### config.mk
export PLATFORM = sky130hd
export DESIGN_NAME = timer_wdog_unit
export DESIGN_NICKNAME = d
export VERILOG_FILES = /design/src/rtl/timer_wdog_unit.sv
export SDC_FILE = /design/constraint.sdc
export NUM_CORES = 1
export LEC_CHECK = 0
export CORE_ASPECT_RATIO = 0.9
export CORE_MARGIN = 1.5
export CORE_UTILIZATION = 45
export CTS_BUF_LIST = sky130_fd_sc_hd__clkbuf_8
export CTS_CLUSTER_SIZE = 8
export DETAILED_ROUTE_END_ITERATION = 8
export SETUP_SLACK_MARGIN = 0.5
export SLEW_MARGIN = 5
export SYNTH_ARGS = -nofsm -noshare
export SYNTH_HDL_FRONTEND = slang
export SYNTH_SLANG_ARGS = --single-unit
### constraint.sdc
create_clock -name clk -period 6.1 [get_ports clk]
set_clock_uncertainty 0.05 [all_clocks]
set_input_delay 1.22 -clock clk [delete_from_list [all_inputs] [get_ports clk]]
set_output_delay 1.22 -clock clk [all_outputs]
set_load 0.005 [all_outputs]
### src/rtl/timer_wdog_unit.sv
module timer_wdog_unit #(
  parameter int CW      = 16,
  parameter int RST_LEN = 4
) (
  input  logic          clk,
  input  logic          rst_n,
  input  logic          half_tick,
  input  logic          wr_en,
  input  logic [4:0]    addr,
  input  logic [CW-1:0] wdata,
  output logic [CW-1:0] rdata,
  output logic [5:0]    irq,
  output logic          cpu_rst,
  input  logic          acc_start,
  input  logic          acc_done,
  output logic          bus_err
);
  localparam int NT = 6;
  localparam int RW = $clog2(RST_LEN + 1);

  logic [CW-1:0] cnt [NT];
  logic [CW-1:0] rld [NT];
  logic [NT-1:0] en, md, ie, st;
  logic [NT-1:0] adv, hit, set_st;
  logic          busy, berr, sv_exp, wd_fire, stw;
  logic [RW-1:0] rcnt;

  always_comb begin
    for (int i = 0; i < NT; i++) begin
      if (i < 2)       adv[i] = en[i] & half_tick;
      else if (i == 5) adv[i] = en[i] & busy;
      else             adv[i] = en[i];
      hit[i] = adv[i] && (cnt[i] <= CW'(1));
    end
  end

  assign sv_exp  = hit[5] & ~acc_start & ~acc_done;
  assign wd_fire = hit[4] & st[4];
  assign stw     = wr_en && (addr == 5'b11100);
  assign set_st  = {sv_exp, hit[4:0]};
  assign irq     = st & ie;
  assign cpu_rst = (rcnt != '0);
  assign bus_err = berr;

  always_comb begin
    rdata = '0;
    if (addr == 5'b11100) rdata = CW'(st);
    else if (addr[4:2] < 3'd6) begin
      case (addr[1:0])
        2'd0:    rdata = CW'({ie[addr[4:2]], md[addr[4:2]], en[addr[4:2]]});
        2'd1:    rdata = rld[addr[4:2]];
        2'd2:    rdata = cnt[addr[4:2]];
        default: rdata = '0;
      endcase
    end
  end

  always_ff @(posedge clk) begin
    if (!rst_n) begin
      for (int i = 0; i < NT; i++) begin
        cnt[i] <= '0;
        rld[i] <= '0;
      end
      en <= '0; md <= '0; ie <= '0; st <= '0;
      busy <= 1'b0; berr <= 1'b0; rcnt <= '0;
    end else begin
      berr <= sv_exp;
      if (wd_fire)           rcnt <= RW'(RST_LEN);
      else if (rcnt != '0)   rcnt <= rcnt - 1'b1;
      if (acc_start)                busy <= 1'b1;
      else if (acc_done || sv_exp)  busy <= 1'b0;
      st <= (st & ~(stw ? wdata[NT-1:0] : '0)) | set_st;
      for (int i = 0; i < NT; i++) begin
        if (i == 5 && acc_start) cnt[i] <= rld[i];
        else if (adv[i] && !(i == 5 && acc_done)) begin
          if (!hit[i])                      cnt[i] <= cnt[i] - 1'b1;
          else if (i == 4 || (i < 4 && md[i])) cnt[i] <= rld[i];
          else begin
            cnt[i] <= '0;
            if (i < 4) en[i] <= 1'b0;
          end
        end
        if (wr_en && addr[4:2] == 3'(i)) begin
          if (addr[1:0] == 2'd0) begin
            en[i] <= wdata[0]; md[i] <= wdata[1]; ie[i] <= wdata[2];
          end else if (addr[1:0] == 2'd1) begin
            rld[i] <= wdata; cnt[i] <= wdata;
          end
        end
      end
    end
  end

  p_slow_hold_r3: assert property (@(posedge clk) disable iff (!rst_n)
    (!$past(half_tick) && !$past(wr_en)) |-> $stable(cnt[0]));
  p_oneshot_stop_r5: assert property (@(posedge clk) disable iff (!rst_n)
    $fell(en[2]) |-> ($past(wr_en) || st[2]));
  p_status_sticky_r6: assert property (@(posedge clk) disable iff (!rst_n)
    $fell(st[0]) |-> $past(stw && wdata[0]));
  p_reset_needs_flag_r7: assert property (@(posedge clk) disable iff (!rst_n)
    $rose(cpu_rst) |-> st[4]);
  p_idle_count_r9: assert property (@(posedge clk) disable iff (!rst_n)
    (!$past(busy) && !$past(acc_start) && !$past(wr_en)) |-> $stable(cnt[5]));
  p_berr_single_r10: assert property (@(posedge clk) disable iff (!rst_n)
    bus_err |=> !bus_err);
  p_berr_flag_r10: assert property (@(posedge clk) disable iff (!rst_n)
    bus_err |-> st[5]);
endmodule

==> metrics <==
status finished clean; Final Hold Viols 0; final instance area 15,200 sq um; DR iter-0 viols 1,552; FMAX 193.4 MHz; PwrDens 236.7 nW/um^2; post-layout util 0.5099; area occupied by multi-input gates 6769 sq um; total number of vias 11,040; initial core utilization 0.4563; # port buffers 50; Power, Total 3.598 mW; Post-CTS Resized 0; nets@finish 1,321; Post-synth EDFFs 192; hold_ws 0.4360 ns; final worst path period share 0.8476; Req. time, crit path 4.83 ns; synthesized-area fraction occupied by adder cells 0.01380; Clock Path Buffers 3; Tot GR Track Use 0.2981; number of antenna violations at the first check in global routing 1; post-CTS setup buffer count 0; YS warnings 0; vias in the first global route 10,260; cell with the most instances after synthesis edfxtp_1; H-tree levels 2; antenna viol nets, final 0; post-route minimum period 5.170 ns; Async SR Flop Fraction 0; Most common cell on crit path clkdlybuf4s50_1; Root Buffer Master clkbuf_8; Synth Instances 1,237; crit end category output pin; Synth top cells by count edfxtp_1, nor2_1, and2_1; Synth Area in Compound Gates 0.1297; area grow syn2layout 11.76%; grt ovf 0; largest cells by area after synthesis edfxtp_1, mux2i_1, mux4_2; worst rel slew slack 0.1334; TritonCTS Buffers 41; IO Pins 51; Post-DP HPWL 32,610 um; routed length per instance 26.68 um; CTS tree built; worst hold stages 2; final setup violation count 0; slack of the critical path 0.9299 ns; CTS sink cnt 221; die footprint 31,270 sq um; sequential area share after synthesis 0.4667; element type at the critical path start input port; Synthesized Nets 1,279; DIE HEIGHT 167.9 um; drt pass-1 iters 6; Core ar. 29,800 sq um; # fillers 2,763; Synth Area in Simple Gates 0.1862; RSZ-0062 raised after global routing no; final WL 45,780 um; routability cong. 0.9489; flops & latches, synth 221; Register Area 6346 sq um; max-slew violations 0; slowest stage delay, CP 0.84 ns; share of cells above drive strength 1 0.1113; Yosys top cell area share 0.4240; CP max-delay cell clkdlybuf4s50_1; worst slack, placed 1.022 ns; dominant synthesized flop cell edfxtp_1; Worst-path clk slew 0.05 ns; Worst R2R Path Depth 5; placed cell areas 14,450 sq um; syn avg cell area 10.99 sq um; Finished Layout Cells 1,716; multiplexer share of the synthesized area 0.1223; total negative slack 0 ns; Critical Path AT 3.90 ns; cells along the critical path clkdlybuf4s50_1 -> nand2b_1 -> o221a_2 -> nor3_1 -> clkdlybuf4s50_1; Pleak 5.655 nW; Max IR drop VDD 0.0001869 V; hold buffer count at cts 0; min-delay worst type flip-flop to flip-flop; clk_lat worst skew 0.57 ns; critical path peak fanout 16; # rows 60; CP Class input port to output pin; Distinct cells, synth 77; largest family of logic cells by synthesized area simple AND/OR/NAND/NOR gates; post-synth top area cell edfxtp_1; pin count of the biggest net entering global routing 36; Die W 186.2 um; Post-Synth XOR/XNOR Area 0.04444; Post-route DRC 0; worst slew pin tran 1.297 ns; Max Cap Viol 0; Cell Area, Synth 13,600 sq um; routed vias/inst 6.431; Placed Cells 1,639; first-pass GRT wire length 68,190 um
==> final cells by class <==
cell class                      instances  share of cell area
Multi-Input combinational cell        898              0.4454
Inverter                               43             0.01062
Timing Repair Buffer                   74             0.04429
Tap cell                              403             0.03318
Clock inverter                         31            0.007986
Sequential cell                       221              0.4176
Clock buffer                           45             0.04075
Antenna cell                            1           0.0001647
==> cell usage in the layout, fill, tap and decap left out, drive strengths merged, types with 5 or more instances in the layout <==
cell           count
a21oi             25
a221oi            15
a22oi             11
a311o              9
a32oi              6
and2              88
buf               26
clkbuf            45
clkdlybuf4s50     48
clkinv             9
dfxtp             29
edfxtp           192
ha                15
inv               64
mux2i             84
mux4              35
nand2             67
nand2b            10
nand3             25
nand3b             7
nand4             19
nor2             112
nor2b             19
nor3              44
nor3b              7
nor4              22
nor4b              6
o21ai             23
o21bai            57
o22a               8
o22ai             12
o31ai             23
or2                5
or3               12
or4                8
xnor2             50
xor2              19
==> critical path: cells and delay by family <==
family | cells | cell delay, ns
compound gates | 1 | 0.45
buf+inv | 2 | 1.40
simple gates | 2 | 0.81
==> state kept, by name, summed over array words and instances (netlist names) <==
signal,count
cnt,96
en,6
md,6
rcnt,3
ie,6
bus_err,1
busy,1
rld,96
st,6
==> kinds of logic after synthesis <==
kind of cell	Yosys count
xor gates and xnor gates	69
muxes	122
and+or+nand+nor	462
AOI/OAI and AO/OA	230
adders and majority gates	15
DFF	221
buffers and inverters	118
==> report_power, final <==
part / leakage (nW) / internal (mW) / switching (mW) / total [mW]
logic: 3.05 / 0.186 / 0.254 / 0.440
registers: 2.16 / 1.72 / 0.0987 / 1.82
clock network: 0.452 / 0.675 / 0.663 / 1.34
==> routing by layer <==
metal,wire (um),global-route usage
met5,0,0
met4,1140,0.08205
met3,5031,0.04997
met2,19330,0.4236
met1,20280,0.4641
==> path summary, 6_finish.rpt <==
path	start	to	slack, ns
setup / recovery	addr[1]	rdata[12]	0.93
hold / removal	ie[1]	ie[1]	0.44
setup reg to reg	cnt[4][5]	cnt[4][10]	2.63
hold reg to reg	ie[1]	ie[1]	0.44
Note: power is estimated with default switching activity, not from simulation.
